[src/rtl/hwseq_pkg.sv]
package hwseq_pkg;
  parameter int OP_W   = 4;
  parameter int RSEL_W = 5;
  parameter int ALU_W  = 3;
  parameter int HDR_W  = OP_W + 2 * RSEL_W;

  typedef enum logic [OP_W-1:0] {
    OP_MOVR = 4'h0, OP_MOVI, OP_LDX, OP_STX,
    OP_ADD,  OP_SUB,  OP_AND, OP_OR,
    OP_INC,  OP_NOT,  OP_SHL, OP_CMP,
    OP_JMP,  OP_JZ,   OP_JNZ, OP_JN
  } op_e;

  typedef enum logic [ALU_W-1:0] {
    ALU_ADD = 3'd0, ALU_SUB, ALU_AND, ALU_OR, ALU_INC, ALU_NOT, ALU_SHL
  } alu_e;

  typedef struct packed {
    logic              pc_out;
    logic              pc_in;
    logic              mar_in;
    logic              rd;
    logic              wr;
    logic              wmfc;
    logic              mdr_in_ext;
    logic              mdr_in_int;
    logic              mdr_out;
    logic              ir_in;
    logic              y_in;
    logic              z_in;
    logic              z_out;
    logic              off_out;
    logic              sel_four;
    logic              gpr_out;
    logic [RSEL_W-1:0] gpr_out_sel;
    logic              gpr_in;
    logic [RSEL_W-1:0] gpr_in_sel;
    alu_e              alu_fn;
    logic              fin;
  } ctl_t;
endpackage

[src/rtl/hwseq_ir_fields.sv]
module hwseq_ir_fields
  import hwseq_pkg::*;
(
  input  logic [HDR_W-1:0]  ir_top,
  output op_e               op,
  output logic [RSEL_W-1:0] ry,
  output logic [RSEL_W-1:0] rx
);
  localparam int OP_LSB = HDR_W - OP_W;
  localparam int RY_LSB = OP_LSB - RSEL_W;

  assign op = op_e'(ir_top[OP_LSB +: OP_W]);
  assign ry = ir_top[RY_LSB +: RSEL_W];
  assign rx = ir_top[0 +: RSEL_W];
endmodule

[src/rtl/hwseq_step_ctr.sv]
module hwseq_step_ctr #(
  parameter int STEP_W   = 3,
  parameter int MAX_STEP = 6
) (
  input  logic              clk,
  input  logic              rst,
  input  logic              wmfc,
  input  logic              mfc,
  input  logic              fin,
  output logic [STEP_W-1:0] step
);
  localparam logic [STEP_W-1:0] FIRST = STEP_W'(1);
  localparam logic [STEP_W-1:0] LAST  = STEP_W'(MAX_STEP);

  logic hold;
  assign hold = wmfc & ~mfc;

  always_ff @(posedge clk) begin
    if (rst)        step <= FIRST;
    else if (!hold) step <= fin ? FIRST : step + FIRST;
  end

  assert_restart_after_end_R4: assert property (@(posedge clk) disable iff (rst)
    (fin && !hold) |=> step == FIRST);
  assert_advance_by_one_R4: assert property (@(posedge clk) disable iff (rst)
    (!fin && !hold) |=> step == $past(step) + FIRST);
  assert_hold_on_wait_R3: assert property (@(posedge clk) disable iff (rst)
    hold |=> $stable(step));
  assert_step_in_range_R4: assert property (@(posedge clk) disable iff (rst)
    step >= FIRST && step <= LAST);
endmodule

[src/rtl/hwseq_ctl_matrix.sv]
module hwseq_ctl_matrix
  import hwseq_pkg::*;
#(
  parameter int STEP_W = 3
) (
  input  logic [STEP_W-1:0] step,
  input  op_e               op,
  input  logic [RSEL_W-1:0] ry,
  input  logic [RSEL_W-1:0] rx,
  input  logic              flag_z,
  input  logic              flag_n,
  output ctl_t              c
);
  localparam logic [STEP_W-1:0] T1 = STEP_W'(1);
  localparam logic [STEP_W-1:0] T2 = STEP_W'(2);
  localparam logic [STEP_W-1:0] T3 = STEP_W'(3);
  localparam logic [STEP_W-1:0] T4 = STEP_W'(4);
  localparam logic [STEP_W-1:0] T5 = STEP_W'(5);
  localparam logic [STEP_W-1:0] T6 = STEP_W'(6);

  logic br_fail;
  alu_e op_fn;

  always_comb begin
    case (op)
      OP_JZ:   br_fail = ~flag_z;
      OP_JNZ:  br_fail = flag_z;
      OP_JN:   br_fail = ~flag_n;
      default: br_fail = 1'b0;
    endcase
    case (op)
      OP_SUB:  op_fn = ALU_SUB;
      OP_AND:  op_fn = ALU_AND;
      OP_OR:   op_fn = ALU_OR;
      OP_INC:  op_fn = ALU_INC;
      OP_NOT:  op_fn = ALU_NOT;
      OP_SHL:  op_fn = ALU_SHL;
      default: op_fn = ALU_ADD;
    endcase
  end

  always_comb begin
    c = '0;
    c.alu_fn = ALU_ADD;
    if (step == T1) begin
      c.pc_out = 1'b1; c.mar_in = 1'b1; c.rd = 1'b1;
      c.sel_four = 1'b1; c.z_in = 1'b1;
    end else if (step == T2) begin
      c.z_out = 1'b1; c.pc_in = 1'b1; c.y_in = 1'b1;
      c.wmfc = 1'b1; c.mdr_in_ext = 1'b1;
    end else if (step == T3) begin
      c.mdr_out = 1'b1; c.ir_in = 1'b1;
    end else begin
      case (op)
        OP_MOVR: if (step == T4) begin
          c.gpr_out = 1'b1; c.gpr_out_sel = rx;
          c.gpr_in = 1'b1; c.gpr_in_sel = ry; c.fin = 1'b1;
        end
        OP_MOVI: if (step == T4) begin
          c.off_out = 1'b1; c.gpr_in = 1'b1; c.gpr_in_sel = ry; c.fin = 1'b1;
        end
        OP_LDX: begin
          if (step == T4) begin
            c.gpr_out = 1'b1; c.gpr_out_sel = rx; c.mar_in = 1'b1; c.rd = 1'b1;
          end else if (step == T5) begin
            c.mdr_in_ext = 1'b1; c.wmfc = 1'b1;
          end else if (step == T6) begin
            c.mdr_out = 1'b1; c.gpr_in = 1'b1; c.gpr_in_sel = ry; c.fin = 1'b1;
          end
        end
        OP_STX: begin
          if (step == T4) begin
            c.gpr_out = 1'b1; c.gpr_out_sel = ry; c.mar_in = 1'b1;
          end else if (step == T5) begin
            c.gpr_out = 1'b1; c.gpr_out_sel = rx; c.mdr_in_int = 1'b1;
          end else if (step == T6) begin
            c.wr = 1'b1; c.wmfc = 1'b1; c.fin = 1'b1;
          end
        end
        OP_ADD, OP_SUB, OP_AND, OP_OR: begin
          if (step == T4) begin
            c.gpr_out = 1'b1; c.gpr_out_sel = ry; c.y_in = 1'b1;
          end else if (step == T5) begin
            c.gpr_out = 1'b1; c.gpr_out_sel = rx; c.z_in = 1'b1; c.alu_fn = op_fn;
          end else if (step == T6) begin
            c.z_out = 1'b1; c.gpr_in = 1'b1; c.gpr_in_sel = ry; c.fin = 1'b1;
          end
        end
        OP_INC, OP_NOT, OP_SHL: begin
          if (step == T4) begin
            c.gpr_out = 1'b1; c.gpr_out_sel = ry; c.z_in = 1'b1; c.alu_fn = op_fn;
          end else if (step == T5) begin
            c.z_out = 1'b1; c.gpr_in = 1'b1; c.gpr_in_sel = ry; c.fin = 1'b1;
          end
        end
        OP_CMP: begin
          if (step == T4) begin
            c.off_out = 1'b1; c.y_in = 1'b1;
          end else if (step == T5) begin
            c.gpr_out = 1'b1; c.gpr_out_sel = ry; c.alu_fn = ALU_SUB; c.fin = 1'b1;
          end
        end
        default: begin
          if (step == T4) begin
            c.off_out = 1'b1; c.z_in = 1'b1; c.fin = br_fail;
          end else if (step == T5) begin
            c.z_out = 1'b1; c.pc_in = 1'b1; c.fin = 1'b1;
          end
        end
      endcase
    end
  end
endmodule

[src/rtl/hwseq_ctrl.sv]
module hwseq_ctrl
  import hwseq_pkg::*;
#(
  parameter int STEP_W   = 3,
  parameter int MAX_STEP = 6
) (
  input  logic              clk,
  input  logic              rst,
  input  logic [HDR_W-1:0]  ir_top,
  input  logic              flag_z,
  input  logic              flag_n,
  input  logic              mfc,
  output logic [STEP_W-1:0] step,
  output logic              pc_out,
  output logic              pc_in,
  output logic              mar_in,
  output logic              mem_rd,
  output logic              mem_wr,
  output logic              wmfc,
  output logic              mdr_in_ext,
  output logic              mdr_in_int,
  output logic              mdr_out,
  output logic              ir_in,
  output logic              y_in,
  output logic              z_in,
  output logic              z_out,
  output logic              off_out,
  output logic              sel_four,
  output logic              gpr_out,
  output logic [RSEL_W-1:0] gpr_out_sel,
  output logic              gpr_in,
  output logic [RSEL_W-1:0] gpr_in_sel,
  output logic [ALU_W-1:0]  alu_fn,
  output logic              end_step
);
  op_e               op;
  logic [RSEL_W-1:0] ry;
  logic [RSEL_W-1:0] rx;
  ctl_t              c;

  hwseq_ir_fields u_fields (
    .ir_top (ir_top),
    .op     (op),
    .ry     (ry),
    .rx     (rx)
  );

  hwseq_step_ctr #(.STEP_W(STEP_W), .MAX_STEP(MAX_STEP)) u_ctr (
    .clk  (clk),
    .rst  (rst),
    .wmfc (c.wmfc),
    .mfc  (mfc),
    .fin  (c.fin),
    .step (step)
  );

  hwseq_ctl_matrix #(.STEP_W(STEP_W)) u_matrix (
    .step   (step),
    .op     (op),
    .ry     (ry),
    .rx     (rx),
    .flag_z (flag_z),
    .flag_n (flag_n),
    .c      (c)
  );

  assign pc_out      = c.pc_out;
  assign pc_in       = c.pc_in;
  assign mar_in      = c.mar_in;
  assign mem_rd      = c.rd;
  assign mem_wr      = c.wr;
  assign wmfc        = c.wmfc;
  assign mdr_in_ext  = c.mdr_in_ext;
  assign mdr_in_int  = c.mdr_in_int;
  assign mdr_out     = c.mdr_out;
  assign ir_in       = c.ir_in;
  assign y_in        = c.y_in;
  assign z_in        = c.z_in;
  assign z_out       = c.z_out;
  assign off_out     = c.off_out;
  assign sel_four    = c.sel_four;
  assign gpr_out     = c.gpr_out;
  assign gpr_out_sel = c.gpr_out_sel;
  assign gpr_in      = c.gpr_in;
  assign gpr_in_sel  = c.gpr_in_sel;
  assign alu_fn      = c.alu_fn;
  assign end_step    = c.fin;

  assert_single_bus_driver_R13: assert property (@(posedge clk) disable iff (rst)
    $onehot0({pc_out, z_out, mdr_out, off_out, gpr_out}));
  assert_no_read_with_write_R13: assert property (@(posedge clk) disable iff (rst)
    !(mem_rd && mem_wr));
  assert_failed_branch_restarts_R12: assert property (@(posedge clk) disable iff (rst)
    (step == STEP_W'(4) && ((op == OP_JZ && !flag_z) || (op == OP_JNZ && flag_z) ||
                            (op == OP_JN && !flag_n))) |=> step == STEP_W'(1));
  assert_fetch_ignores_flags_R2: assert property (@(posedge clk) disable iff (rst)
    (step == STEP_W'(1)) |=> step == STEP_W'(2));
endmodule

[config.mk]
export PLATFORM = sky130hd
export DESIGN_NAME = hwseq_ctrl
export DESIGN_NICKNAME = d
export VERILOG_FILES = /design/src/rtl/hwseq_pkg.sv /design/src/rtl/hwseq_ir_fields.sv /design/src/rtl/hwseq_step_ctr.sv /design/src/rtl/hwseq_ctl_matrix.sv /design/src/rtl/hwseq_ctrl.sv
export SDC_FILE = /design/constraint.sdc
export NUM_CORES = 1
export LEC_CHECK = 0
export BUFFER_PORTS_ARGS = -buffer_cell sky130_fd_sc_hd__buf_2
export CAP_MARGIN = 5
export CORE_MARGIN = 3
export CORE_UTILIZATION = 40
export DETAILED_ROUTE_END_ITERATION = 10
export PLACE_DENSITY = 0.78
export REMOVE_ABC_BUFFERS = 1
export SYNTH_ARGS = -nofsm -noshare
export SYNTH_HDL_FRONTEND = slang
export SYNTH_HIERARCHICAL = 1
export SYNTH_SLANG_ARGS = --single-unit
[constraint.sdc]
create_clock -name clk -period 2.04 [get_ports clk]
set_clock_uncertainty 0.15 [all_clocks]
set_input_delay 0.204 -clock clk [delete_from_list [all_inputs] [get_ports clk]]
set_output_delay 0.204 -clock clk [all_outputs]
set_load 0.01 [all_outputs]
==> impl_metrics.ini, run 1 <==
[route]
avgRoutedWirePerCell_um = 17.5
num_vias = 1299
firstDrtPassIters = 4
drt_iter0_markers = 28
viasPerCell = 5.70
drc = 0
wirelength_um = 3990
postRouteAntennaNets = 0

[timing]
hold-worst-slack_ns = 0.126
setup_viol = 11
setup_ws_ns = -0.0851
fin_crit_sh_pct = 104
clock.fmax_mhz = 471
relSlewSlack_pct = 75.3
rsz0062_at_grt = true
tightest_slew_ns = 0.369
hold_violations = 0
fin_crit_ns = 2.13
setup_tns_ns = -0.463
final_max_slew_viol_count = 0

[final_layout]
utilization_pct = 72.4
num_antenna_cells = 0
nFillCells = 167
largest_reg_flops = 3
drive_gt1_share_pct = 59.2
mostFrequentLayoutCell = buf_2
layout_common_cells = buf_2, buf_4, nor2_1, o21ai_0
finalNetCount = 222
area_delta_synth_final_pct = 62.3
multi_input_area_um2 = 800
reg_top3 = u_ctr/step x3
seq_area_um2 = 71.3
top_register = u_ctr/step

[grt]
met2_usage_pct = 41.0
track_usage_pct = 24.9
grt.overflow.total = 0
use_met1_pct = 32.2
grt_max_degree = 18
grt_use_met3_pct = 5.26
antenna_found_initial = 0
gr-max-usage-layer = met2
grt_pass1_wl_um = 5460
grt_pass1_vias = 1162

[critical_path]
cp.required_ns = 1.69
cp-start-kind = flip-flop
max_stage_delay_ns = 0.40
path_buf_inv = 1
slowest_stage = o41ai_4
cpLargestDelayFamily = compound AO/OA/AOI/OAI gates
endpoint_kind = primary output
worstPathArrival_ns = 1.77
crit_chain = nand3b_4 > o31a_1 > o41ai_4 > and2_1 > buf_2
critPathMaxFanout = 6
worstSetupPathType = flip-flop to primary output

[synthesis]
ys_seq_elements = 3
synth_ff_type = dfxtp_1
synth_cells = 134
ys_types = 43
syn_area_um2 = 928
synth.avg_cell_area_um2 = 6.93
synth_seq_area_share_pct = 6.47
synth_edf_count = 0
async_flop_share_pct = 0
ys_warn_count = 6

[die]
core_um2 = 2080
die_w_um = 54.2
start_util_pct = 44.6
io_pins = 53
rows = 16
dieArea_um2 = 2930
die_h_um = 54.2

[run_status]
violations = negative setup slack
status = complete, but fails checks

[clocking]
clock_latency_ns = 0.25
htreeDepth = 1
cts_made_buffers = 3
cts-root-buf = clkbuf_4
clock_path_buffers = 2
cts_tree = done
clk_pin_slew_worst_paths_ns = 0.04
cts_sinks = 3

[place]
dp_hpwl_um = 2330
port_buffers = 52
post-place-ws_ns = -0.0894
place_congestion = 0.859

[job]
max_cap_violations = 0

[power]
powerDensity_nw_per_um2 = 810
total_power_mw = 1.22
leakage_nw = 0.758
ir_worst_vdd_uv = 843

[hold_path]
hp-class = primary input to flip-flop
==> cell families after synthesis <==
| group | share of synthesized area (%) |
|---|---|
| and+or+nand+nor | 37.6 |
| AOI/OAI and AO/OA | 33.8 |
| buffers and inverters | 18.5 |
| DFF | 6.47 |
| muxes | 2.29 |
| adders and majority gates | 1.35 |
==> layer usage <==
layer | up-vias | wire, µm
met4 | 0 | 174
li1 | 602 | -
met5 | - | 0
met1 | 590 | 1610
met3 | 25 | 329
met2 | 82 | 1880
==> worst reg2reg max path, cell delays in order (launching register included) <==
cell and delay [ns]:
dfxtp_4 0.38, buf_6 0.12, buf_6 0.11, inv_4 0.04, a21o_1 0.16, a221oi_2 0.28, a21oi_2 0.08, or4b_4 0.53
a21oi_2 0.14
==> power breakdown <==
group / switching [mW] / internal [mW] / total [mW]
clock: 0.0390 / 0.0738 / 0.113
combinational: 0.480 / 0.498 / 0.978
sequential: 0.0432 / 0.0862 / 0.129
total: 0.562 / 0.658 / 1.22
==> Yosys cell counts, types with 3 or more instances <==
library cell  instances  area share, %
o22ai_1               3            2.0
o31ai_1               3            2.4
nor2_1               12            4.9
nor3_1                4            2.2
o21ai_0               9            4.9
or3_1                 4            2.7
buf_2                 5            2.7
buf_4                16             13
a21oi_1               8            4.3
and3_1                3            2.0
and2_1                8            5.4
nand2_1               7            2.8
inv_1                 4            1.6
a22o_1                5            4.7
nand2b_1              6            4.0
nor2b_1               4            2.7
dfxtp_1               3            6.5
==> through the flow <==
step           area [µm²]  cells
2_1_floorplan         772    110
3_3_place_gp         1200    207
3_5_place_dp         1200    207
4_1_cts              1360    221
5_1_grt              1510    228
6_report             1510    228
==> timing repair <==
item                                    in CTS  in global routing
hold endpoints to repair                     2                  0
pin swaps                                   14                 15
gates resized for setup                     13                 25
buffers inserted                             9                  7
hold buffers                                 1                  0
endpoints found under the setup margin      16                 17
==> layout make-up <==
| type | instances | area share (%) |
|---|---|---|
| clock buffer | 4 | 1.74 |
| inverter | 4 | 1.16 |
| timing repair buffer | 87 | 37.0 |
| multi-input combinational | 103 | 53.1 |
| sequential | 3 | 4.73 |
| tap | 27 | 2.24 |
==> worst paths after layout <==
check                 from            end  slack (ns)  depth (start not counted)
max          u_ctr/step[1]  gpr_in_sel[2]       -0.09                          5
min reg2reg  u_ctr/step[2]  u_ctr/step[2]        0.61                          3
min                    mfc  u_ctr/step[1]        0.13                          4
max reg2reg  u_ctr/step[1]  u_ctr/step[2]       -0.03                          8
Power figures use the tool's default switching activity.
==> run 2: changes to the inputs <==
CTS_BUF_LIST = sky130_fd_sc_hd__clkbuf_16   (was unset)
==> run 2 against run 1 <==
  * The run still ends with negative setup slack left
  * Wire length fell by 5.7%
  * Die area did not move
  * Global-route usage fell by 1.3 points
  * Core utilization rose by 0.54 points
  * Sequential share of layout area barely moved
  * Power rose by 11%
  * Combinational power fell by 5.7%
  * First-iteration DRC count fell by 29%
  * Sequential power fell by 3%
  * Hold slack got worse by 0.094 ns
  * Largest cell class unchanged
==> impl_metrics.ini, run 2 (synthesized netlist as in run 1, its figures left out) <==
[run_status]
status = complete, but fails checks
violations = negative setup slack

[final_layout]
multi_input_area_um2 = 802
mostFrequentLayoutCell = buf_2
instances_no_fill = 222
area_delta_synth_final_pct = 63.5
reg_top3 = u_ctr/step x3
finalNetCount = 216
largest_reg_flops = 3
num_antenna_cells = 0
utilization_pct = 72.9
layout_common_cells = buf_2, buf_4, nor2_1, buf_6, o21ai_0
top_register = u_ctr/step
drive_gt1_share_pct = 57.4
nFillCells = 163
seq_area_um2 = 71.3

[clocking]
clock_latency_ns = 0.22
clk_pin_slew_worst_paths_ns = 0.03
cts_sinks = 3
htreeDepth = 1
cts-root-buf = clkbuf_16
holdBufCountCts = 0
cts_made_buffers = 3
cts_tree = done
clock_path_buffers = 2

[route]
firstDrtPassIters = 4
postRouteAntennaNets = 0
avgRoutedWirePerCell_um = 17.0
drt_iter0_markers = 20
num_vias = 1275
drc = 0
wirelength_um = 3770
viasPerCell = 5.74

[timing]
clock.fmax_mhz = 477
setup_ws_ns = -0.0560
fin_crit_ns = 2.10
tightest_slew_ns = 0.386
rsz0062_at_grt = true
setup_viol = 11
relSlewSlack_pct = 74.3
hold-worst-slack_ns = 0.0316
final_max_slew_viol_count = 0
hold_violations = 0
fin_crit_sh_pct = 103

[grt]
grt_pass1_vias = 1126
track_usage_pct = 23.6
grt_pass1_wl_um = 5150
antenna_found_initial = 0
grt_max_degree = 18
grt.overflow.total = 0

[critical_path]
r2r_start = u_ctr/step[0]
critPathMaxFanout = 6
endpoint_kind = primary output
worstSetupPathType = flip-flop to primary output
worstPathArrival_ns = 1.74
path_buf_inv = 1
crit_start = u_ctr/step[1]
slowest_stage = o41ai_4
cp.required_ns = 1.69
cpLargestDelayFamily = compound AO/OA/AOI/OAI gates
max_stage_delay_ns = 0.40
rrSetupSlack_ns = -0.02
cp-start-kind = flip-flop
crit_chain = nand3b_4 > o31a_1 > o41ai_4 > and2_1 > buf_2

[job]
max_cap_violations = 0

[die]
die_w_um = 54.2
die_h_um = 54.2
start_util_pct = 44.6
rows = 16
dieArea_um2 = 2930
io_pins = 53
core_um2 = 2080

[power]
ir_worst_vdd_uv = 1240
powerDensity_nw_per_um2 = 892
total_power_mw = 1.35
leakage_nw = 0.758

[place]
placed_cells = 207
port_buffers = 52
dp_hpwl_um = 2330
place_congestion = 0.859

[hold_path]
hp-class = primary input to flip-flop
min_from = rst
-- run 2: final cells by class --
type                            count  area share (%)
Sequential cell                     3            4.70
Multi-Input combinational cell    103            52.8
Tap cell                           27            2.23
Clock buffer                        3            4.95
Inverter                            4            1.15
Timing Repair Buffer               81            33.9
Clock inverter                      1           0.247
-- run 2: power breakdown --
part           internal, mW  switching, mW  leakage [nW]
logic                 0.462          0.461         0.690
clock network         0.253         0.0537        0.0423
registers            0.0862         0.0386        0.0264
-- run 2: stage by stage --
| stage | worst slack (ns) | instance area, µm² | TNS (ns) |
|---|---|---|---|
| final | -0.0560 | 1520 | -0.282 |
| after global routing | -0.111 | 1520 | -1.06 |
| after CTS | -0.0891 | 1400 | -0.429 |
| after detailed placement | -0.0894 | 1200 | -0.127 |
| after global placement | 0.0647 | 1200 | 0 |
| after floorplan | -0.193 | 772 | -0.911 |
-- run 2: routing by layer --
metal / GRT usage [%] / routed length, µm
met5: 0 / 0
met4: 8.71 / 102
met3: 5.26 / 270
met2: 36.7 / 1780
met1: 31.3 / 1610
-- run 2: final timing paths --
check | cells past startpoint | end
worst max-delay path | 5 | gpr_in_sel[1]
worst min-delay path | 2 | u_ctr/step[1]
worst max register to register | 6 | u_ctr/step[2]
worst min register to register | 3 | u_ctr/step[2]
-- run 2: timing repair --
item	4_1_cts	5_1_grt
pin swaps	14	14
buffers inserted	8	3
hold endpoints to repair	0	0
setup endpoints to repair	16	15
resized for setup	15	22
-- run 2: worst register-to-register path: cells and delay by family, from the launching register on --
family                 cells  cell delay, ns
flip-flops                 1            0.36
AO/OA/AOI/OAI              3            0.54
buffers and inverters      1            0.14
AND/OR/NAND/NOR            2            0.79
